--- src/rtl/mcc_pkg.sv ---
package mcc_pkg;

   typedef enum logic [3:0] {
      ST_FETCH  = 4'd0,
      ST_DECODE = 4'd1,
      ST_MADDR  = 4'd2,
      ST_MREAD  = 4'd3,
      ST_MWBK   = 4'd4,
      ST_MWRITE = 4'd5,
      ST_EXEC   = 4'd6,
      ST_AWBK   = 4'd7,
      ST_BCMP   = 4'd8,
      ST_JUMP   = 4'd9
   } ctl_state_e;

   localparam int NUM_STATES = 10;

   typedef enum logic [2:0] {
      CL_LOAD,
      CL_STORE,
      CL_RTYPE,
      CL_BRANCH,
      CL_JUMP,
      CL_NONE
   } op_class_e;

   localparam logic [1:0] PCS_ALU    = 2'b00;
   localparam logic [1:0] PCS_TGT    = 2'b01;
   localparam logic [1:0] PCS_JMP    = 2'b10;

   localparam logic [1:0] ALUB_REG   = 2'b00;
   localparam logic [1:0] ALUB_FOUR  = 2'b01;
   localparam logic [1:0] ALUB_IMM   = 2'b10;
   localparam logic [1:0] ALUB_IMMSH = 2'b11;

   localparam logic [1:0] ALUOP_ADD  = 2'b00;
   localparam logic [1:0] ALUOP_SUB  = 2'b01;
   localparam logic [1:0] ALUOP_FN   = 2'b10;

   typedef struct packed {
      logic       pc_wr;
      logic [1:0] pc_src;
      logic       iord;
      logic       mem_rd;
      logic       mem_wr;
      logic       ir_wr;
      logic       tgt_wr;
      logic       alu_a;
      logic [1:0] alu_b;
      logic [1:0] alu_op;
      logic       reg_wr;
      logic       mem2reg;
   } ctl_vec_t;

endpackage

--- src/rtl/mcc_op_classify.sv ---
module mcc_op_classify #(
   parameter int                OPC_W     = 6,
   parameter logic [OPC_W-1:0] OPC_LOAD  = 'h23,
   parameter logic [OPC_W-1:0] OPC_STORE = 'h2B,
   parameter logic [OPC_W-1:0] OPC_RTYPE = 'h00,
   parameter logic [OPC_W-1:0] OPC_BEQ   = 'h04,
   parameter logic [OPC_W-1:0] OPC_JUMP  = 'h02
) (
   input  logic [OPC_W-1:0]   opcode,
   output mcc_pkg::op_class_e cls
);
   import mcc_pkg::*;

   always_comb begin
      if (opcode == OPC_LOAD)        cls = CL_LOAD;
      else if (opcode == OPC_STORE)  cls = CL_STORE;
      else if (opcode == OPC_RTYPE)  cls = CL_RTYPE;
      else if (opcode == OPC_BEQ)    cls = CL_BRANCH;
      else if (opcode == OPC_JUMP)   cls = CL_JUMP;
      else                           cls = CL_NONE;
   end

endmodule

--- src/rtl/mcc_next_state.sv ---
module mcc_next_state (
   input  mcc_pkg::ctl_state_e cur,
   input  mcc_pkg::op_class_e  cls,
   output mcc_pkg::ctl_state_e nxt
);
   import mcc_pkg::*;

   always_comb begin
      nxt = ST_FETCH;
      case (cur)
         ST_FETCH:  nxt = ST_DECODE;
         ST_DECODE: begin
            case (cls)
               CL_LOAD,
               CL_STORE:  nxt = ST_MADDR;
               CL_RTYPE:  nxt = ST_EXEC;
               CL_BRANCH: nxt = ST_BCMP;
               CL_JUMP:   nxt = ST_JUMP;
               default:   nxt = ST_FETCH;
            endcase
         end
         ST_MADDR: begin
            if (cls == CL_LOAD)       nxt = ST_MREAD;
            else if (cls == CL_STORE) nxt = ST_MWRITE;
            else                      nxt = ST_FETCH;
         end
         ST_MREAD:  nxt = ST_MWBK;
         ST_EXEC:   nxt = ST_AWBK;
         default:   nxt = ST_FETCH;
      endcase
   end

endmodule

--- src/rtl/mcc_state_store.sv ---
module mcc_state_store #(
   parameter bit ONE_HOT = 1'b0
) (
   input  logic                clk,
   input  logic                rst,
   input  mcc_pkg::ctl_state_e nxt,
   output mcc_pkg::ctl_state_e cur
);
   import mcc_pkg::*;

   localparam int HOT_W = NUM_STATES;

   if (ONE_HOT) begin : g_onehot
      logic [HOT_W-1:0] hot_q;

      always_ff @(posedge clk) begin
         if (rst) hot_q <= HOT_W'(1) << ST_FETCH;
         else     hot_q <= HOT_W'(1) << nxt;
      end

      always_comb begin
         cur = ST_FETCH;
         for (int i = 0; i < HOT_W; i++) begin
            if (hot_q[i]) cur = ctl_state_e'(i[3:0]);
         end
      end
   end else begin : g_binary
      ctl_state_e st_q;

      always_ff @(posedge clk) begin
         if (rst) st_q <= ST_FETCH;
         else     st_q <= nxt;
      end

      assign cur = st_q;
   end

endmodule

--- src/rtl/mcc_out_decode.sv ---
module mcc_out_decode (
   input  mcc_pkg::ctl_state_e cur,
   input  logic                alu_eq,
   output mcc_pkg::ctl_vec_t   v
);
   import mcc_pkg::*;

   always_comb begin
      v = '0;
      case (cur)
         ST_FETCH: begin
            v.mem_rd = 1'b1;
            v.iord   = 1'b0;
            v.ir_wr  = 1'b1;
            v.alu_a  = 1'b0;
            v.alu_b  = ALUB_FOUR;
            v.alu_op = ALUOP_ADD;
            v.pc_wr  = 1'b1;
            v.pc_src = PCS_ALU;
         end
         ST_DECODE: begin
            v.alu_a  = 1'b0;
            v.alu_b  = ALUB_IMMSH;
            v.alu_op = ALUOP_ADD;
            v.tgt_wr = 1'b1;
         end
         ST_MADDR: begin
            v.alu_a  = 1'b1;
            v.alu_b  = ALUB_IMM;
            v.alu_op = ALUOP_ADD;
         end
         ST_MREAD: begin
            v.mem_rd = 1'b1;
            v.iord   = 1'b1;
         end
         ST_MWBK: begin
            v.reg_wr  = 1'b1;
            v.mem2reg = 1'b1;
         end
         ST_MWRITE: begin
            v.mem_wr = 1'b1;
            v.iord   = 1'b1;
         end
         ST_EXEC: begin
            v.alu_a  = 1'b1;
            v.alu_b  = ALUB_REG;
            v.alu_op = ALUOP_FN;
         end
         ST_AWBK: begin
            v.reg_wr  = 1'b1;
            v.mem2reg = 1'b0;
         end
         ST_BCMP: begin
            v.alu_a  = 1'b1;
            v.alu_b  = ALUB_REG;
            v.alu_op = ALUOP_SUB;
            v.pc_src = PCS_TGT;
            v.pc_wr  = alu_eq;
         end
         ST_JUMP: begin
            v.pc_src = PCS_JMP;
            v.pc_wr  = 1'b1;
         end
         default: v = '0;
      endcase
   end

endmodule

--- src/rtl/mcc_ctrl.sv ---
module mcc_ctrl #(
   parameter int                OPC_W     = 6,
   parameter logic [OPC_W-1:0] OPC_LOAD  = 'h23,
   parameter logic [OPC_W-1:0] OPC_STORE = 'h2B,
   parameter logic [OPC_W-1:0] OPC_RTYPE = 'h00,
   parameter logic [OPC_W-1:0] OPC_BEQ   = 'h04,
   parameter logic [OPC_W-1:0] OPC_JUMP  = 'h02,
   parameter bit                ONE_HOT   = 1'b0
) (
   input  logic             clk,
   input  logic             rst,
   input  logic [OPC_W-1:0] opcode,
   input  logic             alu_eq,
   output logic             pc_wr,
   output logic [1:0]       pc_src,
   output logic             iord,
   output logic             mem_rd,
   output logic             mem_wr,
   output logic             ir_wr,
   output logic             tgt_wr,
   output logic             alu_a_sel,
   output logic [1:0]       alu_b_sel,
   output logic [1:0]       alu_op,
   output logic             reg_wr,
   output logic             mem2reg
);
   import mcc_pkg::*;

   localparam bit OPC_DISTINCT =
      (OPC_LOAD  != OPC_STORE) && (OPC_LOAD  != OPC_RTYPE) &&
      (OPC_LOAD  != OPC_BEQ)   && (OPC_LOAD  != OPC_JUMP)  &&
      (OPC_STORE != OPC_RTYPE) && (OPC_STORE != OPC_BEQ)   &&
      (OPC_STORE != OPC_JUMP)  && (OPC_RTYPE != OPC_BEQ)   &&
      (OPC_RTYPE != OPC_JUMP)  && (OPC_BEQ   != OPC_JUMP);

   if (OPC_W < 3) begin : g_bad_width
      $error("mcc_ctrl: OPC_W must be at least 3 to hold five distinct opcodes");
   end
   if (!OPC_DISTINCT) begin : g_bad_codes
      $error("mcc_ctrl: the five opcode parameters must all differ");
   end

   op_class_e  cls;
   ctl_state_e cur_st;
   ctl_state_e nxt_st;
   ctl_vec_t   vec;

   mcc_op_classify #(
      .OPC_W    (OPC_W),
      .OPC_LOAD (OPC_LOAD),
      .OPC_STORE(OPC_STORE),
      .OPC_RTYPE(OPC_RTYPE),
      .OPC_BEQ  (OPC_BEQ),
      .OPC_JUMP (OPC_JUMP)
   ) u_cls (
      .opcode(opcode),
      .cls   (cls)
   );

   mcc_next_state u_nxt (
      .cur(cur_st),
      .cls(cls),
      .nxt(nxt_st)
   );

   mcc_state_store #(
      .ONE_HOT(ONE_HOT)
   ) u_st (
      .clk(clk),
      .rst(rst),
      .nxt(nxt_st),
      .cur(cur_st)
   );

   mcc_out_decode u_out (
      .cur   (cur_st),
      .alu_eq(alu_eq),
      .v     (vec)
   );

   assign pc_wr     = vec.pc_wr;
   assign pc_src    = vec.pc_src;
   assign iord      = vec.iord;
   assign mem_rd    = vec.mem_rd;
   assign mem_wr    = vec.mem_wr;
   assign ir_wr     = vec.ir_wr;
   assign tgt_wr    = vec.tgt_wr;
   assign alu_a_sel = vec.alu_a;
   assign alu_b_sel = vec.alu_b;
   assign alu_op    = vec.alu_op;
   assign reg_wr    = vec.reg_wr;
   assign mem2reg   = vec.mem2reg;

endmodule

--- config.mk ---
export PLATFORM = sky130hd
export DESIGN_NAME = mcc_ctrl
export DESIGN_NICKNAME = d
export VERILOG_FILES = /design/src/rtl/mcc_pkg.sv /design/src/rtl/mcc_op_classify.sv /design/src/rtl/mcc_next_state.sv /design/src/rtl/mcc_state_store.sv /design/src/rtl/mcc_out_decode.sv /design/src/rtl/mcc_ctrl.sv
export SDC_FILE = /design/constraint.sdc
export NUM_CORES = 1
export LEC_CHECK = 0
export BUFFER_PORTS_ARGS = -buffer_cell sky130_fd_sc_hd__buf_4
export CAP_MARGIN = 10
export CORE_AREA = 3 3 40 42
export CTS_BUF_LIST = sky130_fd_sc_hd__clkbuf_4 sky130_fd_sc_hd__clkbuf_8
export DETAILED_ROUTE_END_ITERATION = 16
export DIE_AREA = 0 0 43 45
export PLACE_DENSITY_LB_ADDON = 0.2
export SYNTH_ARGS = -nofsm -noshare
export SYNTH_HDL_FRONTEND = slang
export SYNTH_SLANG_ARGS = --single-unit
--- constraint.sdc ---
create_clock -name clk -period 1.26 [get_ports clk]
set_clock_uncertainty 0.2 [all_clocks]
set_input_delay 0.063 -clock clk [delete_from_list [all_inputs] [get_ports clk]]
set_output_delay 0.063 -clock clk [all_outputs]
set_load 0.01 [all_outputs]
==> results of run 1 <==
==> worst max-delay path: stages (launching register included) <==
cell and delay, ns:
dfxtp_4 0.36, nand2b_4 0.14, mux2_4 0.27, nor2_2 0.07, buf_4 0.11
==> Yosys cell counts <==
library cell,instances,share of area [%]
nor2b_1,1,1.6
mux2_2,1,2.8
nand3_1,2,2.5
nor4_1,1,1.6
dfxtp_1,4,20
a21oi_1,4,5.0
nor3b_1,1,1.9
o21ai_0,1,1.2
a32oi_1,1,2.2
nor3_1,4,5.0
nor2_1,10,9.4
nand2b_4,1,3.4
o211ai_1,1,1.9
buf_2,2,2.5
nand2b_1,7,11
nor4_2,1,3.1
and4b_4,1,3.4
or2_4,1,2.2
a211o_1,1,2.2
a31oi_1,1,1.6
nor2_8,1,5.0
nand2_1,2,1.9
nor2b_2,1,2.2
and3_1,1,1.6
a211oi_2,1,3.1
a21boi_1,1,1.9
==> cell type report <==
| type | count | area [sq um] |
|---|---|---|
| Sequential cell | 4 | 95.1 |
| Timing Repair Buffer | 44 | 382 |
| Tap cell | 15 | 18.8 |
| Fill cell | 99 | 305 |
| Clock buffer | 3 | 22.5 |
| Multi-Input combinational cell | 47 | 462 |
==> per-layer routing <==
| metal | vias up | routed length (um) |
|---|---|---|
| li1 | 285 | - |
| met1 | 263 | 534 |
| met2 | 23 | 923 |
| met3 | 3 | 103 |
| met4 | 0 | 19 |
| met5 | - | 0 |
==> power breakdown <==
group / leakage (nW) / switching, W / internal, W
clock: 0.0138 / 0.0000576 / 0.000107
sequential: 0.0355 / 0.00000548 / 0.000124
combinational: 0.353 / 0.0000837 / 0.000113
total: 0.403 / 0.000147 / 0.000345
==> worst max-delay path by stage <==
stage,from,slack [ns],cells past startpoint,to
finish,u_st.cur[2]$_SDFF_PP0_,-0.21,4,alu_a_sel
global route,u_st.cur[2]$_SDFF_PP0_,-0.25,4,alu_a_sel
CTS,u_st.cur[2]$_SDFF_PP0_,-0.19,4,alu_a_sel
detailed placement,u_st.cur[1]$_SDFF_PP0_,-0.07,3,u_st.cur[0]$_SDFF_PP0_
global placement,u_st.cur[3]$_SDFF_PP0_,-0.03,4,u_st.cur[2]$_SDFF_PP0_
floorplan,u_st.cur[1]$_SDFF_PP0_,0.0008,3,alu_a_sel
==> what timing repair did <==
action	in CTS	in global routing
hold buffers	3	1
pin swaps	3	9
setup endpoints to repair	19	19
endpoints found under the hold margin	4	2
resized for setup	23	26
buffers inserted	2	1
==> cells by family (layout without fill, tap and decap cells) <==
family | Yosys count | in the layout | synth area share, %
and+or+nand+nor | 35 | 35 | 55.6
AOI/OAI and AO/OA | 11 | 11 | 19.1
DFF | 4 | 4 | 20.0
buffers and inverters | 2 | 47 | 2.50
muxes | 1 | 1 | 2.81
==> stage by stage <==
stage,std cells,utilization (%)
final,113,76.2
after floorplan,53,-
after global routing,113,76.2
after detailed placement,103,54.1
after CTS,111,65.8
after global placement,103,54.1
==> run summary, run 1 <==
status: finished with violations
failing checks: hold timing, setup timing
io pins: 24
HP Class: in -> reg
crit path launch type: flip-flop
number of iterations in the first detailed-routing pass: 4
Slew @ Worst Pin: 0.356 ns
Hold Vio Cnt, Final: 2
initial drt markers: 6
Avg WL per Cell: 14.0 um
clock sinks: 4
number of max-cap violations: 0
hold path startpoint: opcode[4]
CTS H-tree lvls: 1
Post-Syn Area: 400 sq um
worst slack, placed: -0.0689 ns
Max clock buf depth: 2
Synth warnings: 0
Syn Nets: 62
met1 Resource Use GR: 16.8%
largest net degree at the start of global routing: 8
max-slew violation count: 0
clock root buffer: clkbuf_4
port buffer count: 23
vias in the first global route: 527
worst hold slack: -0.0696 ns
CP Max Fanout: 7
vias: 574
Die W: 43 um
GRT overflow: 0
Total Routing Usage GR: 15.6%
CP required: 1.00 ns
unrepaired setup endpoints after global routing: true
Critical Path Sink Type: output pin
FF-to-FF setup slack: -0.14 ns
setup TNS after final layout: -2.95 ns
max reg flops: 4
total core area: 1280 sq um
WS Path Type: reg -> out
Avg Cell Area, Syn: 7.55 sq um
fin crit share: 116%
n_diodes: 0
Skew-Pair Late Insertion Delay: 0.24 ns
total CTS buffers: 3
CP arrival: 1.20 ns
most frequent cells in the layout: buf_4, buf_6, nand2b_4, nor2_1
Placed Area: 696 sq um
hold depth: 4
Die ar.: 1940 sq um
Worst-path clk slew: 0.04 ns
busiest grt layer: met2
DRC violations left: 0
FF+latch count, synth: 4
ANT nets after route: 0
f_max: 682 MHz
vias per inst: 5.08
Max IR drop VDD: 0.350 mV
HPWL Detailed: 979 um
share of post-route cells with drive strength above 1: 80.6%
Final WS setup: -0.205 ns
nets: 109
first-pass GRT wire length: 2290 um
final WL: 1580 um
r2r worst-path depth: 5
Setup violations, final: 19
final instance area: 980 sq um
Leakage: 0.403 nW
met3 GRT Util: 3.19%
P per Cell Area: 501 nW/um^2
starting density of the core: 31.2%
Syn-to-layout area delta: 145%
commonest non-fill, non-tap cell in the layout: buf_4
PnR Total Power: 0.000491 W
Die Ht: 45 um
CTS tree: done
initial antenna violation count: 0
placement row count: 13
RR Startpoint: u_st.cur[3]$_SDFF_PP0_
relative slew slack: 76.1%
RR Endpoint: u_st.cur[1]$_SDFF_PP0_
Min-Delay Endpoint: u_st.cur[3]$_SDFF_PP0_
fin crit period: 1.47 ns
Cell variety after synth: 26
GP Congestion: 0.776
post-synthesis cell count: 53
met2 usage: 29.3%
sequential area share after synthesis: 20.0%
Note: power is estimated with default switching activity, not from simulation.
==> run 2: changes to the inputs <==
==> constraint.sdc (replaced) <==
create_clock -name clk -period 1.26 [get_ports clk]
set_clock_uncertainty 0.2 [all_clocks]
set_input_delay 0.315 -clock clk [delete_from_list [all_inputs] [get_ports clk]]
set_output_delay 0.315 -clock clk [all_outputs]
set_load 0.01 [all_outputs]
==> run summary, run 2 (synthesized netlist as in run 1, its figures left out) <==
first-pass GRT wire length: 2150 um (-6.0%)
starting density of the core: 31.2% (unchanged)
CP required: 0.74 ns (-0.26 ns)
Setup violations, final: 19 (unchanged)
Slew @ Worst Pin: 0.445 ns (+0.0895 ns)
Final WS setup: -0.460 ns (-0.254 ns)
relative slew slack: 70.1% (-6.0 points)
nets: 114 (+4.6%)
CTS tree: done
hold-fix buffers at CTS: 0 (-3)
share of post-route cells with drive strength above 1: 84.6% (+4.0 points)
number of iterations in the first detailed-routing pass: 2 (-2)
CTS H-tree lvls: 1 (unchanged)
total core area: 1280 sq um (unchanged)
Max clock buf depth: 2 (unchanged)
Worst setup startpoint: u_st.cur[2]$_SDFF_PP0_
GP Congestion: 0.831 (+7.0%)
clock sinks: 4 (unchanged)
Leakage: 0.441 nW (+9.4%)
crit path launch type: flip-flop
RR Startpoint: u_st.cur[0]$_SDFF_PP0_
vias in the first global route: 560 (+6.3%)
Die W: 43 um (unchanged)
r2r worst-path depth: 8 (+3)
DRC violations left: 0 (unchanged)
vias: 594 (+3.5%)
RR Endpoint: u_st.cur[3]$_SDFF_PP0_
Critical Path Sink Type: output pin
failing checks: setup timing
HPWL Detailed: 1140 um (+16%)
Setup crit end: alu_a_sel
Fillers: 93 (-6.1%)
initial drt markers: 5 (-1)
placement row count: 13 (unchanged)
Die Ht: 45 um (unchanged)
non-filler cells, final: 119 (+5.3%)
Skew-Pair Late Insertion Delay: 0.24 ns (about the same)
initial antenna violation count: 0 (unchanged)
Syn-to-layout area delta: 154%
status: finished with violations
clock root buffer: clkbuf_4
GRT overflow: 0 (unchanged)
unrepaired setup endpoints after global routing: true
total CTS buffers: 3 (unchanged)
max-slew violation count: 0 (unchanged)
Max IR drop VDD: 0.397 mV (+13%)
Hold Vio Cnt, Final: 0 (-2)
vias per inst: 4.99 (-1.7%)
ANT nets after route: 0 (unchanged)
most frequent cells in the layout: buf_4, buf_6
number of max-cap violations: 0 (unchanged)
port buffer count: 23 (unchanged)
worst slack, placed: -0.235 ns (-0.166 ns)
HP Class: in -> reg
max reg flops: 4 (unchanged)
final WL: 1510 um (-4.4%)
Avg WL per Cell: 12.7 um (-9.2%)
Die ar.: 1940 sq um (unchanged)
fin crit share: 136% (+20 points)
largest net degree at the start of global routing: 8 (unchanged)
WS Path Type: reg -> out
n_diodes: 0 (unchanged)
FF-to-FF setup slack: -0.30 ns (-0.16 ns)
CP arrival: 1.20 ns (about the same)
Worst-path clk slew: 0.04 ns (about the same)
setup TNS after final layout: -6.98 ns (-4.03 ns)
f_max: 581 MHz (-15%)
Total Routing Usage GR: 14.6% (-1.1 points)
fin crit period: 1.72 ns (+0.254 ns)
io pins: 24 (unchanged)
P per Cell Area: 527 nW/um^2 (+5.1%)
commonest non-fill, non-tap cell in the layout: buf_4
CP Max Fanout: 6 (-1)
placed instance count: 111 (+7.8%)
[run 2: through the flow]
stage | hold slack [ns] | total power [W] | area, sq um | utilization, %
after floorplan | 0.178 | 0.000224 | 505 | -
after global routing | 0.0266 | 0.000570 | 1020 | 79.2
after global placement | 0.286 | 0.000297 | 840 | 65.3
after CTS | 0.0364 | 0.000515 | 925 | 72.0
after detailed placement | 0.285 | 0.000300 | 840 | 65.3
final | 0.0315 | 0.000536 | 1020 | 79.2
[run 2: area by class of cell]
type	instances	area, sq um	area share (%)
well taps	15	18.8	1.85
repair buffers	49	405	39.9
clock buffers	4	30.0	2.95
multi-input cells	47	468	46.0
flip-flops and latches	4	95.1	9.35
[run 2: critical path: stages, from the launching register on]
cell	delay (ns)
dfxtp_4	0.36
nand2b_4	0.14
mux2_4	0.28
nor2_4	0.09
buf_6	0.10
[run 2: worst min-delay path by stage]
stage	from	endpoint	slack, ns	cells past startpoint
CTS	rst	u_st.cur[3]$_SDFF_PP0_	0.04	2
floorplan	rst	u_st.cur[3]$_SDFF_PP0_	0.18	1
finish	rst	u_st.cur[3]$_SDFF_PP0_	0.03	2
global route	rst	u_st.cur[3]$_SDFF_PP0_	0.03	2
global placement	rst	u_st.cur[3]$_SDFF_PP0_	0.29	2
detailed placement	rst	u_st.cur[3]$_SDFF_PP0_	0.28	2
[run 2: timing repair]
action | CTS | global route
resized for setup | 9 | 20
endpoints found under the setup margin | 19 | 19
pin swaps | 3 | 3
setup buffers | 2 | 3
[run 2: per-layer routing]
layer	vias to the layer above	share of wire, %	track usage (%)
met5	-	0	0
met4	0	1.2	5.42
met3	2	5.4	1.99
met2	22	57	29.0
met1	275	36	15.4
li1	295	-	-
[run 2: power breakdown]
group          internal, W  switching [W]
Sequential        0.000124     0.00000743
Combinational     0.000126      0.0000828
Clock             0.000140      0.0000548
